File: src/rtl/pseudo_sync_pkg.sv
package pseudo_sync_pkg;

  typedef struct packed {
    logic [5:0] line_first;
    logic [5:0] line_last;
    logic [3:0] width_min;
    logic [3:0] width_max;
  } win_limits_t;

  function automatic logic [2:0] quota_from_code(input logic [1:0] code);
    case (code)
      2'b00:   quota_from_code = 3'd6;
      2'b01:   quota_from_code = 3'd4;
      2'b10:   quota_from_code = 3'd5;
      default: quota_from_code = 3'd7;
    endcase
  endfunction

endpackage

File: src/rtl/ps_width_meter.sv
module ps_width_meter #(
  parameter int CNT_W = 8
) (
  input  logic             clk,
  input  logic             rst,
  input  logic             sync_n,
  input  logic             oversample,
  output logic             pulse_end,
  output logic [CNT_W-1:0] width_eff
);
  localparam logic [CNT_W-1:0] CNT_MAX = '1;

  logic             sync_q1, sync_q2;
  logic [CNT_W-1:0] low_cnt;

  always_ff @(posedge clk) begin
    if (rst) begin
      sync_q1 <= 1'b1;
      sync_q2 <= 1'b1;
      low_cnt <= '0;
    end else begin
      sync_q1 <= sync_n;
      sync_q2 <= sync_q1;
      if (!sync_q1) begin
        if (low_cnt != CNT_MAX) low_cnt <= low_cnt + 1'b1;
      end else begin
        low_cnt <= '0;
      end
    end
  end

  assign pulse_end = sync_q1 & ~sync_q2;
  assign width_eff = oversample ? (low_cnt >> 1) : low_cnt;

  assert_end_single_R2: assert property (@(posedge clk) disable iff (rst)
    pulse_end |=> !pulse_end);

  assert_no_wrap_R10: assert property (@(posedge clk) disable iff (rst)
    !sync_q1 |=> (low_cnt != '0));

endmodule

File: src/rtl/ps_limit_select.sv
module ps_limit_select
  import pseudo_sync_pkg::*;
#(
  parameter int NTSC_FIRST = 13,
  parameter int NTSC_LAST  = 21,
  parameter int PAL_FIRST  = 8,
  parameter int PAL_LAST   = 16,
  parameter int PROG_FIRST = 12,
  parameter int PROG_LAST  = 20,
  parameter int PRE_WMIN   = 6,
  parameter int PRE_WMAX   = 9
) (
  input  logic        use_regs,
  input  logic        progressive,
  input  logic        pal,
  input  logic [1:0]  quota_sel,
  input  win_limits_t prog_limits,
  output win_limits_t limits,
  output logic [2:0]  quota
);
  win_limits_t preset;

  always_comb begin
    preset.width_min = 4'(PRE_WMIN);
    preset.width_max = 4'(PRE_WMAX);
    if (progressive) begin
      preset.line_first = 6'(PROG_FIRST);
      preset.line_last  = 6'(PROG_LAST);
    end else if (pal) begin
      preset.line_first = 6'(PAL_FIRST);
      preset.line_last  = 6'(PAL_LAST);
    end else begin
      preset.line_first = 6'(NTSC_FIRST);
      preset.line_last  = 6'(NTSC_LAST);
    end
    limits = use_regs ? prog_limits : preset;
    quota  = quota_from_code(quota_sel);
  end

endmodule

File: src/rtl/ps_window_counter.sv
module ps_window_counter
  import pseudo_sync_pkg::*;
#(
  parameter int CNT_W     = 8,
  parameter int LINE_W    = 6,
  parameter int COUNT_W   = 8,
  parameter int LSYNC_MIN = 24,
  parameter int PROG_MIN  = 4
) (
  input  logic               clk,
  input  logic               rst,
  input  logic               field_start,
  input  logic               pulse_end,
  input  logic [CNT_W-1:0]   width_eff,
  input  win_limits_t        limits,
  input  logic [2:0]         quota,
  input  logic               progressive,
  output logic               detected,
  output logic [COUNT_W-1:0] field_count
);
  localparam logic [LINE_W-1:0]  LINE_MAX  = '1;
  localparam logic [COUNT_W-1:0] COUNT_MAX = '1;

  logic [LINE_W-1:0]  line_no;
  logic [COUNT_W-1:0] tail_count;
  logic               line_sync, width_ok, in_window, in_tail, boundary, decision;

  always_comb begin
    line_sync = width_eff >= CNT_W'(LSYNC_MIN);
    width_ok  = (width_eff >= CNT_W'(limits.width_min)) &&
                (width_eff <= CNT_W'(limits.width_max));
    in_window = (line_no >= limits.line_first) && (line_no <= limits.line_last);
    in_tail   = in_window &&
                (({1'b0, line_no} + 7'd2) >= {1'b0, limits.line_last});
    boundary  = pulse_end && line_sync && (line_no == limits.line_last);
    decision  = progressive ? (field_count >= COUNT_W'(PROG_MIN))
                            : (tail_count >= COUNT_W'(quota));
  end

  always_ff @(posedge clk) begin
    if (rst) begin
      line_no     <= '0;
      field_count <= '0;
      tail_count  <= '0;
      detected    <= 1'b0;
    end else if (field_start) begin
      line_no     <= '0;
      field_count <= '0;
      tail_count  <= '0;
    end else if (pulse_end) begin
      if (line_sync) begin
        if (line_no != LINE_MAX) line_no <= line_no + 1'b1;
        if (boundary) detected <= decision;
      end else if (width_ok && in_window) begin
        if (field_count != COUNT_MAX) field_count <= field_count + 1'b1;
        if (in_tail && tail_count != COUNT_MAX) tail_count <= tail_count + 1'b1;
      end
    end
  end

  assert_clear_R9: assert property (@(posedge clk) disable iff (rst)
    field_start |=> (field_count == '0));

  assert_monotonic_R9: assert property (@(posedge clk) disable iff (rst)
    !field_start |=> (field_count >= $past(field_count)));

  assert_hold_R8: assert property (@(posedge clk) disable iff (rst)
    !boundary |=> $stable(detected));

  assert_line_step_R3: assert property (@(posedge clk) disable iff (rst)
    (!field_start && !(pulse_end && line_sync)) |=> $stable(line_no));

  assert_tail_bound_R6: assert property (@(posedge clk) disable iff (rst)
    tail_count <= field_count);

endmodule

File: src/rtl/pseudo_sync_detector.sv
module pseudo_sync_detector
  import pseudo_sync_pkg::*;
#(
  parameter int CNT_W     = 8,
  parameter int LINE_W    = 6,
  parameter int COUNT_W   = 8,
  parameter int LSYNC_MIN = 24,
  parameter int PROG_MIN  = 4
) (
  input  logic               clk,
  input  logic               rst,
  input  logic               sync_n,
  input  logic               field_start,
  input  logic [3:0]         cfg_width_max,
  input  logic [3:0]         cfg_width_min,
  input  logic [5:0]         cfg_line_first,
  input  logic [5:0]         cfg_line_last,
  input  logic               cfg_oversample,
  input  logic               cfg_progressive,
  input  logic               cfg_pal,
  input  logic               cfg_use_regs,
  input  logic [1:0]         cfg_quota_sel,
  output logic               detected,
  output logic [COUNT_W-1:0] pulse_count
);
  logic             pulse_end;
  logic [CNT_W-1:0] width_eff;
  win_limits_t      prog_limits, limits;
  logic [2:0]       quota;

  assign prog_limits = '{line_first: cfg_line_first, line_last: cfg_line_last,
                         width_min: cfg_width_min, width_max: cfg_width_max};

  ps_width_meter #(.CNT_W(CNT_W)) u_meter (
    .clk(clk), .rst(rst), .sync_n(sync_n), .oversample(cfg_oversample),
    .pulse_end(pulse_end), .width_eff(width_eff));

  ps_limit_select u_limits (
    .use_regs(cfg_use_regs), .progressive(cfg_progressive), .pal(cfg_pal),
    .quota_sel(cfg_quota_sel), .prog_limits(prog_limits),
    .limits(limits), .quota(quota));

  ps_window_counter #(
    .CNT_W(CNT_W), .LINE_W(LINE_W), .COUNT_W(COUNT_W),
    .LSYNC_MIN(LSYNC_MIN), .PROG_MIN(PROG_MIN)
  ) u_window (
    .clk(clk), .rst(rst), .field_start(field_start), .pulse_end(pulse_end),
    .width_eff(width_eff), .limits(limits), .quota(quota),
    .progressive(cfg_progressive), .detected(detected), .field_count(pulse_count));

endmodule

File: config.mk
export PLATFORM = sky130hd
export DESIGN_NAME = pseudo_sync_detector
export DESIGN_NICKNAME = d
export VERILOG_FILES = /design/src/rtl/pseudo_sync_pkg.sv /design/src/rtl/ps_width_meter.sv /design/src/rtl/ps_limit_select.sv /design/src/rtl/ps_window_counter.sv /design/src/rtl/pseudo_sync_detector.sv
export SDC_FILE = /design/constraint.sdc
export NUM_CORES = 1
export LEC_CHECK = 0
export BUFFER_PORTS_ARGS = -buffer_cell sky130_fd_sc_hd__buf_2
export CORE_MARGIN = 3
export CORE_UTILIZATION = 50
export CTS_BUF_LIST = sky130_fd_sc_hd__clkbuf_2
export CTS_CLUSTER_SIZE = 25
export DETAILED_ROUTE_END_ITERATION = 7
export HOLD_SLACK_MARGIN = 0.08
export PLACE_DENSITY = 0.72
export SYNTH_ARGS = -nofsm -noshare
export SYNTH_HDL_FRONTEND = slang
export SYNTH_SLANG_ARGS = --single-unit
File: constraint.sdc
create_clock -name clk -period 7 [get_ports clk]
set_input_delay 0.7 -clock clk [delete_from_list [all_inputs] [get_ports clk]]
set_output_delay 0.7 -clock clk [all_outputs]
set_load 0.01 [all_outputs]
# After elaboration in Yosys (flattened, before gate mapping)
# Cells that the tools add are included.
totals:
  inputBits: 30
  wordCells: 51
  mem_bits_ro: 0
  latch_bits: 0
  regBits: 33
  ramBits: 0
  output_inout_bits: 9
  n_memories: 0
op_classes:
  n_mul: 0
  add_sub_neg: 5
  n_bitwise: 4
  magnitude_cmp: 8
  n_eq_ne: 7
  muxes: 6
  n_reduce_logical: 14
  div: 0
  n_shift: 0
ops:
  columns: ["cell", "count"]
  rows:
  - ["$add A8 B1 Y8 const B", 3]
  - ["$ne A8 B8 Y1 const B", 3]
  - ["$mux W20", 1]
  - ["$mux W12", 1]
  - ["$reduce_and A4 Y1", 3]
  - ["$mux W9", 1]
  - ["$ge A8 B3 Y1", 1]
  - ["$ge A8 B3 Y1 const B", 1]
  - ["$ge A8 B4 Y1", 1]
  - ["$ge A8 B5 Y1 const B", 1]
  - ["$le A8 B4 Y1", 1]
  - ["$mux W8", 1]
  - ["$add A6 B2 Y7 const B", 1]
  - ["$ge A7 B6 Y1", 1]
  - ["$logic_and A1 B1 Y1", 7]
  - ["$add A6 B1 Y6 const B", 1]
  - ["$eq A6 B6 Y1", 1]
  - ["$ge A6 B6 Y1", 1]
  - ["$le A6 B6 Y1", 1]
  - ["$ne A6 B6 Y1 const B", 1]
  - ["$pmux W2 S3", 1]
  - ["$reduce_or A2 Y1", 2]
  - ["$not A1 Y1", 3]
  - ["$reduce_and A3 Y1", 1]
  - ["5 further kinds", 5]

# Longest topological paths before layout
logic_depth:
  word_depth: 8
  depth_mapped: 12
  ltp_nobuf: 10

# By module
# From an unflattened synthesis, not the netlist that was laid out.
unflattened:
  hier_cells: 329
  area_unflattened_um2: 2676.3
by_module_without_submodules:
  columns: ["mod", "area_per_inst_um2", "instances", "cells_each"]
  rows:
  - ["ps_window_counter", 1908.1, 1, 233]
  - ["ps_width_meter", 566.8, 1, 64]
  - ["ps_limit_select", 201.4, 1, 32]

# Worst setup path after synthesis
# OpenSTA, ideal clock, no wires.
synth_path:
  path_kind: "in2reg"
  start: "input cfg_use_regs"
  end: "register u_window.field_count[7]"
  cell_stages: 10
  path_buffers: 2
  path_slack_ns: 3.889
  arrival_time_ns: 3.040
  required_ns: 6.930
  path_cell_list: "clkbuf_1 -> nand2_1 -> ha_1 -> nand3_1 -> a2111o_1 -> a22o_1 -> or3_1 -> buf_2 -> or4_1 -> a21oi_1"
synth_between:
  elab_chain_len: 5
  word_cells_on_any_way: 9
synth_rtl:
  columns: ["element", "line", "rtl"]
  rows:
  - ["from (decl)", "pseudo_sync_detector.sv:21", "input logic cfg_use_regs,"]
  - ["$mux W20 (*)", "ps_limit_select.sv:36", "limits = use_regs ? prog_limits : preset;"]
  - ["$ge A8 B4 Y1 (tied with other cells)", "ps_window_counter.sv:30", "width_ok = (width_eff >= CNT_W'(limits.width_min)) &&"]
  - ["$logic_and A1 B1 Y1, on equally long branches", "ps_window_counter.sv:30, ps_window_counter.sv:32", null]
  - ["$logic_and A1 B1 Y1 (*)", "ps_window_counter.sv:54", "end else if (width_ok && in_window) begin"]
  - ["$reduce_and A4 Y1 (no source line) (*)", null, null]
  - ["to (signal assigned)", "ps_window_counter.sv:55", "if (field_count != COUNT_MAX) field_count <= field_count + 1'b1;"]
  - ["to (decl)", "ps_window_counter.sv:19", "output logic [COUNT_W-1:0] field_count"]
# Every way passes the cells marked *; elsewhere a longest branch is shown, timed or not.
# A chain may end at the register's enable or synchronous reset.

# Worst setup path after layout
layout_path:
  start: "input cfg_use_regs"
  end: "register u_window.tail_count[3]"
layout_between:
  elab_chain_len: 6
  word_cells_on_any_way: 12
layout_rtl:
  columns: ["element", "line", "rtl"]
  rows:
  - ["$mux W20 (*)", "ps_limit_select.sv:36", null]
  - ["$ge A6 B6 Y1 or $le A6 B6 Y1 (tied branches)", "ps_window_counter.sv:32", "in_window = (line_no >= limits.line_first) && (line_no <= limits.line_last);"]
  - ["$logic_and A1 B1 Y1", "ps_window_counter.sv:32", null]
  - ["$logic_and A1 B1 Y1", "ps_window_counter.sv:33", "in_tail = in_window &&"]
  - ["$logic_and A1 B1 Y1", "ps_window_counter.sv:56", "if (in_tail && tail_count != COUNT_MAX) tail_count <= tail_count + 1'b1;"]
  - ["$reduce_and A4 Y1 (no source line) (*)", null, null]
  - ["to (signal assigned)", "ps_window_counter.sv:56", null]
  - ["to (decl)", "ps_window_counter.sv:25", "logic [COUNT_W-1:0] tail_count;"]
# Marks and branches as above.

==> impl_metrics.toml <==
[clocking]
postCtsSetupRepairBufs = 0
numCtsBuffers = 5
cts_buffer_depth = 2
htree_levels = 2
path_clk_slew_ps = 160
postCtsResizedCells = 0
clkSinkCount = 33
holdBufCountCts = 0
cts_tree = "done"
cts_root_buf = "clkbuf_2"
clkLatencyLatePin_ps = 360

[detailed_routing]
ant_nets = 0
drc_errors = 0
dr.pass1.iters = 4
post_drt_via_cell_ratio = 5.553
finalWirelength_mm = 4.938
dr.first_iter.drc_count = 85
wl_per_cell_um = 12.99
vias = 2110

[critical_path]
cpPeakStageDelay_ps = 500
cp-start-kind = "primary input"
crit_type = "primary input to flop"
cp_slowest_cell = "or3_1"
worst_path_most_repeated_cell = "a21oi_1"
cp-end-kind = "flop"
crit_chain = "buf_2 -> nor3_1 -> a21o_1 -> ha_1 -> nand2b_1 -> a21oi_1 -> maj3_1 -> o21ai_1 -> nand4bb_1 -> or3_1 -> a21oi_1"
cpLargestDelayFamily = "simple AND/OR/NAND/NOR gates"
cp.required_ps = 7290
crit_buf_inv = 1
crit_arrival_ps = 3440
crit_fanout = 22

[synthesis]
synth_compound_area_share_pct = 14.68
synth_common_cells = "dfxtp_1 (33), ha_1 (33), nor2_1 (26)"
synthSimpleGateAreaFrac_pct = 26.66
synth_area_leaders = "dfxtp_1 (28%), ha_1 (17%), a21oi_1 (4.2%)"
synthFlopType = "dfxtp_1"
syn-num-nets = 353
synth_edf_count = 0
syn_inst = 290
synth-xor-area-share_pct = 5.544
yosysTopAreaCellShare_pct = 27.88
ys_types = 47
synth_seq_area_share_pct = 27.88
synth_top_area_cell = "dfxtp_1"
synth-seq-cells = 33
synthesis.area_mm2 = 0.002370
synthAdderAreaFrac_pct = 18.27
avgSynthCellArea_um2 = 8.172
synth_mux_area_share_pct = 3.115
ys.warnings.count = 0
synth-async-reset-ratio_pct = 0
synth_top_family_by_area = "simple AND/OR/NAND/NOR gates"

[global_route]
antenna_found_initial = 0
grt_pass1_wl_mm = 8.438
grt_pass1_vias = 1974
gr-total-overflow = 0
grt.total_usage_pct = 18.98
grt_max_degree = 23

[timing]
finalHoldViolations = 0
finalCriticalPeriod_ps = 3147
tightestPinTransition_ps = 489.2
setup_violations = 0
report.final.slew_viol_count = 0
fmax_mhz = 317.8
setup-tns-final_ps = 0
slew_headroom_pct = 67.20
period_share_pct = 44.96
clock_skew_ps = 15.89
rsz0062_at_grt = "false"

[power_and_ir_drop]
p_leak_nw = 1.167
power_density_mw_per_mm2 = 118.3
vdd_drop_max_uv = 124.7
total_power_w = 0.0003112

[placed_design]
port_buffers = 38
gp_congestion = 0.8412
dp_hpwl_mm = 3.849
place_inst = 372

[die]
io_pins = 39
coreArea_mm2 = 0.004474
start_util_pct = 52.96
die_x_um = 74.85
rows = 24
die_h_um = 74.85
dieArea_mm2 = 0.005602

[layout]
nets = 390
multi_input_area_mm2 = 0.001618
ff_latch_area_um2 = 660.6
finalNonFillerCells = 380
area_delta_synth_final_pct = 11.03
drive_gt1_share_pct = 16.16
utilization_pct = 58.81
antenna_cells = 0
nFillCells = 425

[min_path]
hold_path.class = "flop to flop"

[run_status]
status = "finished clean"

[job]
max_cap_viol_count = 0
[sequential cells by signal, summed over array words and instances (netlist names)]
| register | cells |
|---|---|
| u_meter.low_cnt | 8 |
| u_meter.sync_q1 | 1 |
| u_meter.sync_q2 | 1 |
| u_window.detected | 1 |
| u_window.field_count | 8 |
| u_window.line_no | 6 |
| u_window.tail_count | 8 |
[tightest hold or removal path: cells and delay by family (launching register included)]
family | cells | cell delay [ps]
compound gates | 2 | 130
flops | 1 | 360
[final cells by class]
cell class | instances | share of cell area [%]
Timing Repair Buffer | 38 | 7.228
Tap cell | 52 | 2.473
Inverter | 16 | 2.282
Multi-Input combinational cell | 233 | 61.48
Sequential cell | 33 | 25.11
Clock inverter | 3 | 0.4755
Clock buffer | 5 | 0.9510
[per-stage QoR]
step | hold slack, ps | instance area [um2] | setup WS (ps)
6_report | 508.5 | 2631 | 3853
3_5_place_dp | 489.7 | 2594 | 3556
5_1_grt | 465.9 | 2631 | 3672
4_1_cts | 503.2 | 2631 | 3932
2_1_floorplan | 466.9 | 2370 | 3889
3_3_place_gp | 486.6 | 2594 | 3666
[final timing paths]
kind / slack, ps / cells past startpoint / startpoint / endpoint
worst min register to register: 510 / 2 / u_window.tail_count[4] / u_window.tail_count[4]
worst max-delay path: 3850 / 11 / cfg_use_regs / u_window.tail_count[3]
worst min-delay path: 510 / 2 / u_window.tail_count[4] / u_window.tail_count[4]
worst max register to register: 4140 / 9 / u_window.line_no[1] / u_window.tail_count[3]
[logic make-up (layout without fill, tap and decap cells)]
group / Yosys count / after routing
AND/OR/NAND/NOR: 119 / 119
AO/OA/AOI/OAI: 57 / 57
adder cells (fa/ha/maj): 35 / 35
flip-flops: 33 / 33
buffers and inverters: 24 / 62
XOR/XNOR: 15 / 15
multiplexers: 7 / 7
[where the power goes]
group | total (W) | leakage (nW) | switching (W) | internal [W]
registers | 0.000189 | 0.266 | 0.000000612 | 0.000189
logic | 0.0000372 | 0.873 | 0.0000192 | 0.0000180
clock network | 0.0000845 | 0.0278 | 0.0000626 | 0.0000219
[routing by layer]
metal  part of all wire [%]  GRT usage, %
met1                     49         24.67
met2                     48         31.82
met3                    3.0         4.272
met4                   0.49         4.743
met5                      0             0
[layout by cell type, fill, tap and decap left out, types with 5 or more instances in the layout]
| cell | instances |
|---|---|
| clkbuf_2 | 5 |
| buf_2 | 38 |
| nand3_1 | 20 |
| a21oi_1 | 20 |
| dfxtp_1 | 33 |
| or3_1 | 8 |
| nor3_1 | 5 |
| nand4_1 | 7 |
| o21ai_0 | 13 |
| ha_1 | 33 |
| inv_1 | 16 |
| xnor2_1 | 8 |
| nor2b_1 | 6 |
| nand2b_1 | 5 |
| and3_1 | 5 |
| nand2_1 | 18 |
| xor2_1 | 7 |
| a21o_1 | 6 |
| nor2_1 | 26 |
Power figures use the tool's default switching activity.
